[config.mk]
export PLATFORM = sky130hd
export DESIGN_NAME = page_access_check
export DESIGN_NICKNAME = d
export VERILOG_FILES = /design/src/rtl/pkperm_pkg.sv /design/src/rtl/pkperm_base_rights.sv /design/src/rtl/pkperm_key_rights.sv /design/src/rtl/pkperm_err_enc.sv /design/src/rtl/page_access_check.sv
export SDC_FILE = /design/constraint.sdc
export NUM_CORES = 1
export LEC_CHECK = 0
export BUFFER_PORTS_ARGS = -buffer_cell sky130_fd_sc_hd__buf_4
export CORE_UTILIZATION = 42
export DETAILED_ROUTE_END_ITERATION = 7
export GPL_TIMING_DRIVEN = 0
export PLACE_DENSITY = 0.8
export SLEW_MARGIN = 20
export SYNTH_ARGS = -nofsm -noshare
export SYNTH_HDL_FRONTEND = slang
export SYNTH_SLANG_ARGS = --single-unit
[constraint.sdc]
create_clock -name clk -period 3.65 [get_ports clk]
set_input_delay 0.9125 -clock clk [delete_from_list [all_inputs] [get_ports clk]]
set_output_delay 0.9125 -clock clk [all_outputs]
set_load 0.01 [all_outputs]
[src/rtl/pkperm_pkg.sv]
package pkperm_pkg;

    typedef enum logic [1:0] {
        ACC_LOAD  = 2'd0,
        ACC_STORE = 2'd1,
        ACC_FETCH = 2'd2
    } acc_e;

    typedef enum logic [2:0] {
        CAUSE_NONE,
        CAUSE_NP,
        CAUSE_RSVD,
        CAUSE_PROT,
        CAUSE_KEY
    } cause_e;

    localparam int ERR_W       = 6;
    localparam int EB_PRESENT  = 0;
    localparam int EB_WRITE    = 1;
    localparam int EB_USER     = 2;
    localparam int EB_RSVD     = 3;
    localparam int EB_FETCH    = 4;
    localparam int EB_KEY      = 5;

    localparam int PERM_R = 0;
    localparam int PERM_W = 1;
    localparam int PERM_X = 2;

    localparam logic [7:0] PF_VECTOR = 8'd14;

    typedef struct packed {
        logic             valid;
        logic             grant;
        logic             fault;
        logic [2:0]       perm;
        logic [ERR_W-1:0] err;
        logic [7:0]       vector;
        logic             set_a;
        logic             set_d;
        logic             wb;
    } rsp_t;

endpackage

[src/rtl/pkperm_base_rights.sv]
module pkperm_base_rights (
    input  logic       priv_user,
    input  logic       sap_mode,
    input  logic       pg_user,
    input  logic       pg_write,
    input  logic       eff_nx,
    input  logic       ctl_wp,
    input  logic       ctl_sxp,
    output logic [2:0] perm
);
    import pkperm_pkg::*;

    logic rd_ok;

    always_comb begin
        rd_ok        = !(sap_mode && pg_user);
        perm[PERM_R] = rd_ok;
        perm[PERM_W] = rd_ok && (pg_write || !(priv_user || ctl_wp));
        perm[PERM_X] = !eff_nx && (priv_user || !(ctl_sxp && pg_user));
    end
endmodule

[src/rtl/pkperm_key_rights.sv]
module pkperm_key_rights #(
    parameter int KEY_W = 4,
    localparam int NKEYS = 1 << KEY_W,
    localparam int RW_W  = 2 * NKEYS
) (
    input  logic             pg_user,
    input  logic             priv_user,
    input  logic             ctl_wp,
    input  logic             ctl_ukey_en,
    input  logic             ctl_skey_en,
    input  logic [RW_W-1:0]  ukey_rights,
    input  logic [RW_W-1:0]  skey_rights,
    input  logic [KEY_W-1:0] pkey,
    output logic             key_active,
    output logic [2:0]       key_perm
);
    import pkperm_pkg::*;

    logic [RW_W-1:0]  word;
    logic [NKEYS-1:0] ad_vec;
    logic [NKEYS-1:0] wd_vec;

    always_comb begin
        if (pg_user) word = ctl_ukey_en ? ukey_rights : '0;
        else         word = ctl_skey_en ? skey_rights : '0;
    end

    for (genvar k = 0; k < NKEYS; k++) begin : g_key
        assign ad_vec[k] = word[2*k];
        assign wd_vec[k] = word[2*k+1];
    end

    always_comb begin
        key_active = |word;
        key_perm   = 3'b111;
        if (ad_vec[pkey]) begin
            key_perm[PERM_R] = 1'b0;
            key_perm[PERM_W] = 1'b0;
        end else if (wd_vec[pkey] && (priv_user || ctl_wp)) begin
            key_perm[PERM_W] = 1'b0;
        end
    end
endmodule

[src/rtl/pkperm_err_enc.sv]
module pkperm_err_enc (
    input  pkperm_pkg::cause_e          cause,
    input  pkperm_pkg::acc_e            acc,
    input  logic                        priv_user,
    input  logic                        ctl_nxe,
    input  logic                        ctl_sxp,
    output logic [pkperm_pkg::ERR_W-1:0] err
);
    import pkperm_pkg::*;

    always_comb begin
        err = '0;
        unique case (cause)
            CAUSE_RSVD: err[EB_RSVD] = 1'b1;
            CAUSE_PROT: err[EB_PRESENT] = 1'b1;
            CAUSE_KEY: begin
                err[EB_PRESENT] = 1'b1;
                err[EB_KEY]     = 1'b1;
            end
            default: err = '0;
        endcase
        if (cause != CAUSE_NONE) begin
            err[EB_USER]  = priv_user;
            err[EB_WRITE] = (acc == ACC_STORE);
            err[EB_FETCH] = (acc == ACC_FETCH) && (ctl_nxe || ctl_sxp);
        end
    end
endmodule

[src/rtl/page_access_check.sv]
module page_access_check #(
    parameter int VA_W  = 48,
    parameter int KEY_W = 4,
    localparam int RW_W = 2 * (1 << KEY_W)
) (
    input  logic             clk,
    input  logic             rst_n,
    input  logic             req_valid,
    input  logic [VA_W-1:0]  req_vaddr,
    input  logic [1:0]       acc_type,
    input  logic             priv_user,
    input  logic             sap_mode,
    input  logic             pg_user,
    input  logic             pg_write,
    input  logic             acc_nx,
    input  logic             leaf_accessed,
    input  logic             leaf_dirty,
    input  logic [KEY_W-1:0] leaf_pkey,
    input  logic             walk_np,
    input  logic             walk_rsvd,
    input  logic             ctl_wp,
    input  logic             ctl_sxp,
    input  logic             ctl_nxe,
    input  logic             ctl_ukey_en,
    input  logic             ctl_skey_en,
    input  logic [RW_W-1:0]  ukey_rights,
    input  logic [RW_W-1:0]  skey_rights,
    output logic             rsp_valid,
    output logic             rsp_grant,
    output logic             rsp_fault,
    output logic [2:0]       rsp_perm,
    output logic [5:0]       rsp_errcode,
    output logic [7:0]       rsp_vector,
    output logic [VA_W-1:0]  rsp_fault_addr,
    output logic             upd_accessed,
    output logic             upd_dirty,
    output logic             upd_writeback
);
    import pkperm_pkg::*;

    acc_e             acc;
    logic [2:0]       base_perm;
    logic [2:0]       key_perm;
    logic             key_active;
    logic [2:0]       comb_perm;
    logic [1:0]       need_idx;
    cause_e           cause;
    logic [ERR_W-1:0] err;
    logic             is_store;
    rsp_t             rsp_d, rsp_q;
    logic [VA_W-1:0]  addr_d, addr_q;

    always_comb begin
        unique case (acc_type)
            2'd1:    acc = ACC_STORE;
            2'd2:    acc = ACC_FETCH;
            default: acc = ACC_LOAD;
        endcase
    end

    pkperm_base_rights u_base (
        .priv_user (priv_user),
        .sap_mode  (sap_mode),
        .pg_user   (pg_user),
        .pg_write  (pg_write),
        .eff_nx    (acc_nx && ctl_nxe),
        .ctl_wp    (ctl_wp),
        .ctl_sxp   (ctl_sxp),
        .perm      (base_perm)
    );

    pkperm_key_rights #(.KEY_W(KEY_W)) u_key (
        .pg_user     (pg_user),
        .priv_user   (priv_user),
        .ctl_wp      (ctl_wp),
        .ctl_ukey_en (ctl_ukey_en),
        .ctl_skey_en (ctl_skey_en),
        .ukey_rights (ukey_rights),
        .skey_rights (skey_rights),
        .pkey        (leaf_pkey),
        .key_active  (key_active),
        .key_perm    (key_perm)
    );

    always_comb begin
        is_store  = (acc == ACC_STORE);
        need_idx  = (acc == ACC_STORE) ? 2'(PERM_W) :
                    (acc == ACC_FETCH) ? 2'(PERM_X) : 2'(PERM_R);
        comb_perm = key_active ? (base_perm & key_perm) : base_perm;
        if (walk_np)                                cause = CAUSE_NP;
        else if (walk_rsvd)                         cause = CAUSE_RSVD;
        else if (priv_user && !pg_user)             cause = CAUSE_PROT;
        else if (key_active && !key_perm[need_idx]) cause = CAUSE_KEY;
        else if (!comb_perm[need_idx])              cause = CAUSE_PROT;
        else                                        cause = CAUSE_NONE;
    end

    pkperm_err_enc u_err (
        .cause     (cause),
        .acc       (acc),
        .priv_user (priv_user),
        .ctl_nxe   (ctl_nxe),
        .ctl_sxp   (ctl_sxp),
        .err       (err)
    );

    always_comb begin
        rsp_d  = '0;
        addr_d = '0;
        if (req_valid) begin
            rsp_d.valid = 1'b1;
            if (cause == CAUSE_NONE) begin
                rsp_d.grant        = 1'b1;
                rsp_d.perm         = comb_perm;
                rsp_d.perm[PERM_W] = comb_perm[PERM_W] && (leaf_dirty || is_store);
                rsp_d.set_a        = 1'b1;
                rsp_d.set_d        = is_store;
                rsp_d.wb           = !leaf_accessed || (is_store && !leaf_dirty);
            end else begin
                rsp_d.fault  = 1'b1;
                rsp_d.err    = err;
                rsp_d.vector = PF_VECTOR;
                addr_d       = req_vaddr;
            end
        end
    end

    always_ff @(posedge clk) begin
        if (!rst_n) begin
            rsp_q  <= '0;
            addr_q <= '0;
        end else begin
            rsp_q  <= rsp_d;
            addr_q <= addr_d;
        end
    end

    assign rsp_valid      = rsp_q.valid;
    assign rsp_grant      = rsp_q.grant;
    assign rsp_fault      = rsp_q.fault;
    assign rsp_perm       = rsp_q.perm;
    assign rsp_errcode    = rsp_q.err;
    assign rsp_vector     = rsp_q.vector;
    assign rsp_fault_addr = addr_q;
    assign upd_accessed   = rsp_q.set_a;
    assign upd_dirty      = rsp_q.set_d;
    assign upd_writeback  = rsp_q.wb;
endmodule

# --- Yosys cells after proc, flatten, opt, wreduce, memory -nomap -nowiden ---
# Index checks and enable logic that the tools add are counted.
op_classes:
  n_lt_le_gt_ge: 2
  n_eq_ne: 7
  n_mux: 34
  n_bitwise: 4
  reduce_logical: 33
op_table:
  columns: ["op", "n"]
  rows:
  - ["$mux W32", 3]
  - ["$reduce_or A32 Y1", 1]
  - ["$mux W23", 1]
  - ["$mux W3", 7]
  - ["$mux W14", 1]
  - ["$mux W1", 13]
  - ["$logic_and A1 B1 Y1", 11]
  - ["$bmux W1 S4", 2]
  - ["$logic_not A1 Y1", 8]
  - ["$mux W2", 4]
  - ["$eq A3 B2 Y1 const B", 2]
  - ["$logic_or A1 B1 Y1", 6]
  - ["$lt A4 B5 Y1 const B", 1]
  - ["$bmux W1 S2", 2]
  - ["$eq A2 B1 Y1 const B", 2]
  - ["$eq A2 B2 Y1 const B", 2]
  - ["$pmux W2 S2", 1]
  - ["$reduce_or A4 Y1", 1]
  - ["$and A3 B3 Y3", 1]
  - ["$eq A3 B3 Y1 const B", 1]
  - ["$logic_not A3 Y1", 1]
  - ["$lt A2 B3 Y1 const B", 1]
  - ["$not A1 Y1", 3]
  - ["$reduce_and A3 Y1", 1]
  - ["4 further kinds", 4]
totals:
  ff_bits: 71
  out_inout_bits: 71
  wordCells: 91

# --- Logic depth before layout (Yosys ltp) ---
# Gate-level depths: netlist of the first run.
depth:
  depth_word: 21
  depth_mapped: 13

# --- Modules after synthesis ---
# A second synthesis of the first run with hierarchy kept.
unflattened:
  hier_cells: 322
  area_unflattened_um2: 3103.0
modules_own_cells:
  columns: ["mod", "n_inst", "cells_per_inst", "area_each_um2", "seq_area_each_um2"]
  rows:
  - ["page_access_check", 1, 170, 1950.6, 1241.2]
  - ["pkperm_key_rights", 1, 137, 1046.0, 0.0]
  - ["pkperm_err_enc", 1, 9, 73.8, 0.0]
  - ["pkperm_base_rights", 1, 6, 32.5, 0.0]

# --- Worst setup path after synthesis of the first run ---
# No wires, ideal clock.
synth_timing:
  kind: "input port to flip-flop"
  startpoint: "in ctl_skey_en"
  endpoint: "reg rsp_q, in the netlist rsp_errcode[2]"
  setup_ps: 133
  arrival_ps: 2765
  t_required_ps: 3517
  slack_ps: 752
  path_stages: 12
  n_path_buf: 5
  path_cell_list: "buf_4 -> nor2b_4 -> buf_6 -> buf_6 -> a2111oi_1 -> a211oi_1 -> o31ai_1 -> a31o_1 -> o211a_1 -> buf_6 -> buf_6 -> a21oi_1"
synth_via:
  elab_chain_len: 19
  elab_cells_between_ends: 28
  classes_between: "19 x mux; 2 x bitwise; 7 x reduce/logical"
synth_rtl:
  columns: ["element", "line_no", "text"]
  rows:
  - ["from (decl)", "page_access_check.sv:25", "input logic ctl_skey_en,"]
  - ["$mux W32 (*)", "pkperm_key_rights.sv:25", "else word = ctl_skey_en ? skey_rights : '0;"]
  - ["$mux W32 (*)", "pkperm_key_rights.sv:24", "if (pg_user) word = ctl_ukey_en ? ukey_rights : '0;"]
  - ["$bmux W1 S4", "pkperm_key_rights.sv:39", "end else if (wd_vec[pkey] && (priv_user || ctl_wp)) begin"]
  - ["$mux W1 (not written as such)", "pkperm_key_rights.sv:39", null]
  - ["$logic_and A1 B1 Y1", "pkperm_key_rights.sv:39", null]
  - ["$mux W1", "pkperm_key_rights.sv:39", null]
  - ["$mux W1", "pkperm_key_rights.sv:36", "if (ad_vec[pkey]) begin"]
  - ["$and A3 B3 Y3", "page_access_check.sv:89", "comb_perm = key_active ? (base_perm & key_perm) : base_perm;"]
  - ["[3 not listed]", null, null]
  - ["$mux W2", "page_access_check.sv:94", "else if (!comb_perm[need_idx]) cause = CAUSE_PROT;"]
  - ["$mux W3 (*)", "page_access_check.sv:93", "else if (key_active && !key_perm[need_idx]) cause = CAUSE_KEY;"]
  - ["$mux W3 (*)", "page_access_check.sv:92", "else if (priv_user && !pg_user) cause = CAUSE_PROT;"]
  - ["$mux W3 (*)", "page_access_check.sv:91", "else if (walk_rsvd) cause = CAUSE_RSVD;"]
  - ["$mux W3 (*)", "page_access_check.sv:90", "if (walk_np) cause = CAUSE_NP;"]
  - ["$reduce_bool A3 Y1", "pkperm_err_enc.sv:22", "if (cause != CAUSE_NONE) begin"]
  - ["$not A1 Y1 (no line)", null, null]
  - ["$reduce_or A4 Y1 (no line) (*)", null, null]
  - ["to (signal assigned)", "page_access_check.sv:133", "rsp_q <= rsp_d;"]
  - ["to (decl)", "page_access_check.sv:50", "rsp_t rsp_d, rsp_q;"]
# Mark *: on every way between the ends. The rest lies on a longest branch, timed or not. The select of a mux whose other input is x is not followed.
# A chain may end at the register's enable or synchronous reset.

# --- Worst setup path after layout of the first run ---
layout_timing:
  startpoint: "in pg_user"
  endpoint: "reg addr_q[47] (netlist: rsp_fault_addr[47])"
layout_via:
  elab_chain_len: 17
  elab_cells_between_ends: 34
  classes_between: "18 x mux; 1 x bitwise; 15 x reduce/logical"
layout_rtl:
  columns: ["element", "line_no", "text"]
  rows:
  - ["from (decl)", "page_access_check.sv:13", "input logic pg_user,"]
  - ["$mux W32", "pkperm_key_rights.sv:24", null]
  - ["$bmux W1 S4", "pkperm_key_rights.sv:39", null]
  - ["$mux W1 (not written as such)", "pkperm_key_rights.sv:39", null]
  - ["$logic_and A1 B1 Y1", "pkperm_key_rights.sv:39", null]
  - ["$mux W1", "pkperm_key_rights.sv:39", null]
  - ["$mux W1", "pkperm_key_rights.sv:36", null]
  - ["$and A3 B3 Y3", "page_access_check.sv:89", null]
  - ["$mux W3", "page_access_check.sv:89", null]
  - ["$bmux W1 S2", "page_access_check.sv:94", null]
  - ["$mux W1 (not written as such)", "page_access_check.sv:94", null]
  - ["$mux W2", "page_access_check.sv:94", null]
  - ["$mux W3", "page_access_check.sv:93", null]
  - ["$mux W3 (*)", "page_access_check.sv:92", null]
  - ["$mux W3 (*)", "page_access_check.sv:91", null]
  - ["$mux W3 (*)", "page_access_check.sv:90", null]
  - ["$logic_not A3 Y1 (*)", "page_access_check.sv:112", "if (cause == CAUSE_NONE) begin"]
  - ["$reduce_or A3 Y1 (no line) (*)", null, null]
  - ["to (signal assigned)", "page_access_check.sv:134", "addr_q <= addr_d;"]
  - ["to (decl)", "page_access_check.sv:51", "logic [VA_W-1:0] addr_d, addr_q;"]
# Marked as above.

==> impl_metrics.json, run 1 <==
{
  "grt_pass1_vias": 3479,
  "routabilityCongestion": 0.950,
  "seq_area_frac_synth_pct": 40.2,
  "synthSimpleGateAreaFrac_pct": 20.2,
  "die_h_um": 87.7,
  "wire_per_inst_um": 15.8,
  "outcome": "finished, final reports clean",
  "cp.required_ns": 3.85,
  "drive_gt1_share_pct": 43.2,
  "via_per_inst": 5.38,
  "diodes": 0,
  "core_area_um2": 6940,
  "synthMuxAreaShare_pct": 4.09,
  "synth_compound_area_share_pct": 26.0,
  "use_met2_pct": 47.2,
  "worst_pin_slew_ns": 0.739,
  "grtUsageMet3_pct": 6.50,
  "cts_made_buffers": 9,
  "cts-root-buf": "clkbuf_8",
  "hold_slack_ns": 0.763,
  "drv_cap": 0,
  "hold_class": "input pin to flop",
  "tns_ns": 0,
  "gr-usage-met1_pct": 32.7,
  "hold_buffers": 0,
  "slew_headroom_pct": 50.6,
  "firstDrtPassIters": 5,
  "ant_nets": 0,
  "rsz0062_at_grt": "no",
  "die-area_um2": 7700,
  "drc_errors": 0,
  "power.density_nw_per_um2": 352,
  "postLayoutCoreUtil_pct": 70.6,
  "grt.total_usage_pct": 27.5,
  "dp_hpwl_um": 8570,
  "synth_warnings": 0,
  "postSynthCellCount": 366,
  "layout_common_cells": "210 x buf_4, 69 x nand2_1, 62 x dfxtp_1",
  "critPathCaptureType": "flop",
  "clk_pin_slew_worst_paths_ns": 0.07,
  "synth_enable_flop_cells": 0,
  "synthFlopType": "dfxtp_1",
  "area_growth_pct": 58.7,
  "cts.sinks": 62,
  "start_util_pct": 44.5,
  "busiest_layer": "met2",
  "chipWidth_um": 87.7,
  "slew_violations": 0,
  "finalCritPeriodShare_pct": 81.0,
  "synth_area_um2": 3090,
  "overflow": 0,
  "grt_pass1_wl_um": 16300,
  "report.final.hold_viol_count": 0,
  "setup.worst_path.start_class": "input pin",
  "vias": 3650,
  "path_class": "input pin to flop",
  "port_buffers": 197,
  "fin_crit_ns": 2.96,
  "cts_setup_buffers": 0,
  "cellLeakagePower_nw": 2.35,
  "fmax_mhz": 338,
  "rows": 30,
  "cts_tree": "yes",
  "dp_slack_ns": 0.376,
  "crit_fanout": 10,
  "ir_worst_vdd_v": 0.000195,
  "syn_avg_cell_area_um2": 8.44,
  "synthXorXnorAreaFrac_pct": 0,
  "dr.first_iter.drc_count": 174,
  "layout.nets": 713,
  "grt_max_degree": 13,
  "final_common_cell": "buf_4",
  "clk_path_buf_depth": 2,
  "synth_fa_ha_area_share_pct": 0,
  "finalWorstSetupSlack_ns": 0.694,
  "antenna_found_initial": 0,
  "post_cts_resized": 0,
  "num_io_pins": 206,
  "synth_top_family_by_area": "compound AO/OA/AOI/OAI gates",
  "h-tree-depth": 3,
  "synthArstFlopShare_pct": 0,
  "wl_um": 10700,
  "synth.distinct_cells": 58,
  "cp_data_arrival_time_ns": 3.15,
  "ys_ff_latch": 62,
  "final-setup-viol-count": 0
}
-- final timing paths --
path                       from                             to  slack (ns)  cells after the start
worst max-delay path    pg_user  rsp_fault_addr[47]$_SDFF_PP0_        0.69                     10
worst min-delay path  walk_rsvd      rsp_errcode[0]$_SDFF_PP0_        0.76                      2
-- power breakdown --
part	switching, W	internal [W]	total [W]
logic	0.000204	0.000219	0.000423
clock network	0.000274	0.000317	0.000591
registers	0.00000833	0.000703	0.000711
-- cells by family after synthesis --
kind of cell | after synthesis
flip-flops | 62
AND/OR/NAND/NOR | 127
other | 1
multiplexers | 11
AO/OA/AOI/OAI | 119
buffers and inverters | 46
-- critical path, cell delays in order --
cell and delay (ns):
buf_4 0.17, clkbuf_1 0.43, o21ai_0 0.24, o211a_1 0.26, o31ai_1 0.37, a31o_1 0.23, o211a_1 0.16, buf_6 0.15
buf_6 0.15, a21oi_1 0.08
-- per-layer routing --
| layer | part of all wire (%) | wire [um] | up-vias |
|---|---|---|---|
| met5 | 0 | 0 | - |
| met4 | 2.8 | 298 | 0 |
| met3 | 9.6 | 1030 | 27 |
| met2 | 49 | 5250 | 234 |
| met1 | 39 | 4130 | 1638 |
| li1 | - | - | 1751 |
-- final cells by class --
type	instances	area, um2
buffer	39	264
clock buffer	9	124
clock inverter	7	73.8
fill	574	2040
inverter	7	26.3
multi-input combinational	262	1570
sequential	62	1240
tap	96	120
timing repair buffer	197	1480
-- flip-flops by register name, indices dropped and copies added (netlist names) --
name	flops
rsp_fault_addr	48
rsp_valid	1
upd_writeback	1
upd_dirty	1
rsp_vector	1
rsp_errcode	6
rsp_perm	3
rsp_grant	1
-- synth_stat cells (3+ instances only) --
| library cell | number | area share (%) |
|---|---|---|
| mux2i_1 | 7 | 2.3 |
| buf_4 | 13 | 3.2 |
| a211oi_1 | 10 | 2.4 |
| a22o_1 | 4 | 1.1 |
| dfxtp_1 | 62 | 40 |
| buf_2 | 7 | 1.1 |
| nor3_1 | 5 | 0.81 |
| inv_1 | 4 | 0.49 |
| o31ai_1 | 3 | 0.73 |
| and3_1 | 7 | 1.4 |
| a31oi_1 | 5 | 1.0 |
| nor2b_1 | 4 | 0.81 |
| mux2_2 | 3 | 1.1 |
| clkbuf_1 | 11 | 1.3 |
| nand2b_1 | 4 | 0.81 |
| o211ai_1 | 4 | 0.97 |
| o21ai_0 | 6 | 0.97 |
| nand3_1 | 5 | 0.81 |
| nor2_1 | 6 | 0.73 |
| a221oi_1 | 7 | 2.0 |
| buf_6 | 8 | 2.9 |
| o211a_1 | 4 | 1.3 |
| nand2_1 | 69 | 8.4 |
| nor4_1 | 12 | 2.4 |
| a21oi_1 | 55 | 8.9 |
-- stage by stage --
step	instances	instance area, um2	power, W
2_1_floorplan	370	3100	0.000930
4_1_cts	679	4900	0.00173
6_report	679	4900	0.00173
5_1_grt	679	4900	0.00180
3_5_place_dp	663	4700	0.00115
3_3_place_gp	663	4700	0.00114
(Power assumes the default switching activity.)
==> run 2, diff against run 1 <==
Settings changed: CORE_UTILIZATION 42 to 38, PLACE_DENSITY 0.8 to 0.77.
Clock period 3.65 ns to 2.5 ns, I/O delays scaled along.
==> impl_metrics.json, run 2 (same netlist as run 1, synthesis figures left out) <==
{
  "port_buffers": 197,
  "cts_made_buffers": 9,
  "wl_um": 10900,
  "start_util_pct": 39.6,
  "grt_pass1_wl_um": 16300,
  "fin_crit_ns": 2.46,
  "dp_hpwl_um": 8640,
  "cts_setup_buffers": 0,
  "cp.required_ns": 2.74,
  "fmax_mhz": 406,
  "power.density_nw_per_um2": 507,
  "drv_cap": 0,
  "worst_pin_slew_ns": 0.748,
  "setup.worst_path.start_class": "input pin",
  "crit_slowest_cell": "mux4_2",
  "drc_errors": 0,
  "layout_common_cells": "207 x buf_4, 69 x nand2_1, 62 x dfxtp_1",
  "via_per_inst": 5.32,
  "clk_path_buf_depth": 2,
  "overflow": 0,
  "cts_tree": "yes",
  "crit_fanout": 10,
  "dr.first_iter.drc_count": 173,
  "die_h_um": 92.1,
  "slew_headroom_pct": 50.1,
  "chipWidth_um": 92.1,
  "firstDrtPassIters": 5,
  "critPathMaxStageDelay_ns": 0.48,
  "report.final.hold_viol_count": 0,
  "critPathCaptureType": "flop",
  "drive_gt1_share_pct": 44.4,
  "antenna_found_initial": 0,
  "cts.sinks": 62,
  "rows": 32,
  "ir_worst_vdd_v": 0.000226,
  "outcome": "finished, final reports clean",
  "routabilityCongestion": 0.911,
  "largest_reg_flops": 48,
  "grt_pass1_vias": 3370,
  "path_class": "input pin to flop",
  "grt_max_degree": 12,
  "core_area_um2": 7810,
  "final_cell_area_um2": 4970,
  "power_w": 0.00252,
  "diodes": 0,
  "vias": 3646,
  "hold_slack_ns": 0.472,
  "layout.nets": 713,
  "slew_violations": 0,
  "crit_family": "compound AO/OA/AOI/OAI gates",
  "final_common_cell": "buf_4",
  "die-area_um2": 8490,
  "clk_pin_slew_worst_paths_ns": 0.06,
  "cellLeakagePower_nw": 2.37,
  "crit_buf_inv": 3,
  "tns_ns": 0,
  "wire_per_inst_um": 15.9,
  "placed_cell_area_um2": 4740,
  "cp_data_arrival_time_ns": 2.70,
  "area_growth_pct": 60.9,
  "cp_cell_sequence": "buf_4 > buf_2 > nand2_1 > mux4_2 > a211oi_2 > o31ai_4 > a31o_1 > o211a_1 > buf_6 > a2111oi_4",
  "finalCritPeriodShare_pct": 98.5,
  "ant_nets": 0,
  "grt.total_usage_pct": 24.7,
  "num_io_pins": 206,
  "hold_class": "input pin to flop",
  "final-setup-viol-count": 0,
  "cts-root-buf": "clkbuf_8",
  "h-tree-depth": 3
}
## run 2: worst paths after layout
| path | startpoint | endpoint | slack, ns | depth (start not counted) |
|---|---|---|---|---|
| worst max-delay path | ctl_ukey_en | rsp_errcode[0]$_SDFF_PP0_ | 0.04 | 10 |
| worst min-delay path | walk_rsvd | rsp_errcode[0]$_SDFF_PP0_ | 0.47 | 2 |
## run 2: metal layers
layer / up-vias / track usage [%] / share of wire (%)
met3: 21 / 5.64 / 8.3
met2: 221 / 43.3 / 50
met1: 1649 / 28.3 / 39
li1: 1755 / - / -
met5: - / 0 / 0
met4: 0 / 11.6 / 2.8
## run 2: cell type report
| cell class | instances | area (um2) |
|---|---|---|
| well taps | 102 | 128 |
| inverters | 7 | 26.3 |
| clock inverters | 6 | 62.6 |
| plain buffers | 39 | 289 |
| repair buffers | 197 | 1480 |
| clock buffers | 10 | 128 |
| flip-flops and latches | 62 | 1240 |
| fillers | 695 | 2840 |
| multi-input cells | 262 | 1620 |
## run 2: what timing repair did
item / in CTS / in global routing
resized for setup: 2 / 6
setup endpoints to repair: 50 / 51
hold buffers: 0 / 0
## run 2: report_power, final
group / switching, W / total (W) / internal (W)
logic: 0.000305 / 0.000634 / 0.000329
registers: 0.0000110 / 0.00104 / 0.00103
clock network: 0.000390 / 0.000848 / 0.000458
## run 2: metrics by stage
stage	utilization (%)	std cells	setup slack (ns)
final	63.6	685	0.0381
after global routing	63.6	685	-0.0406
after CTS	63.2	685	0.0133
after detailed placement	60.7	669	-0.431
after global placement	60.7	669	-0.413
after floorplan	-	370	-0.0405
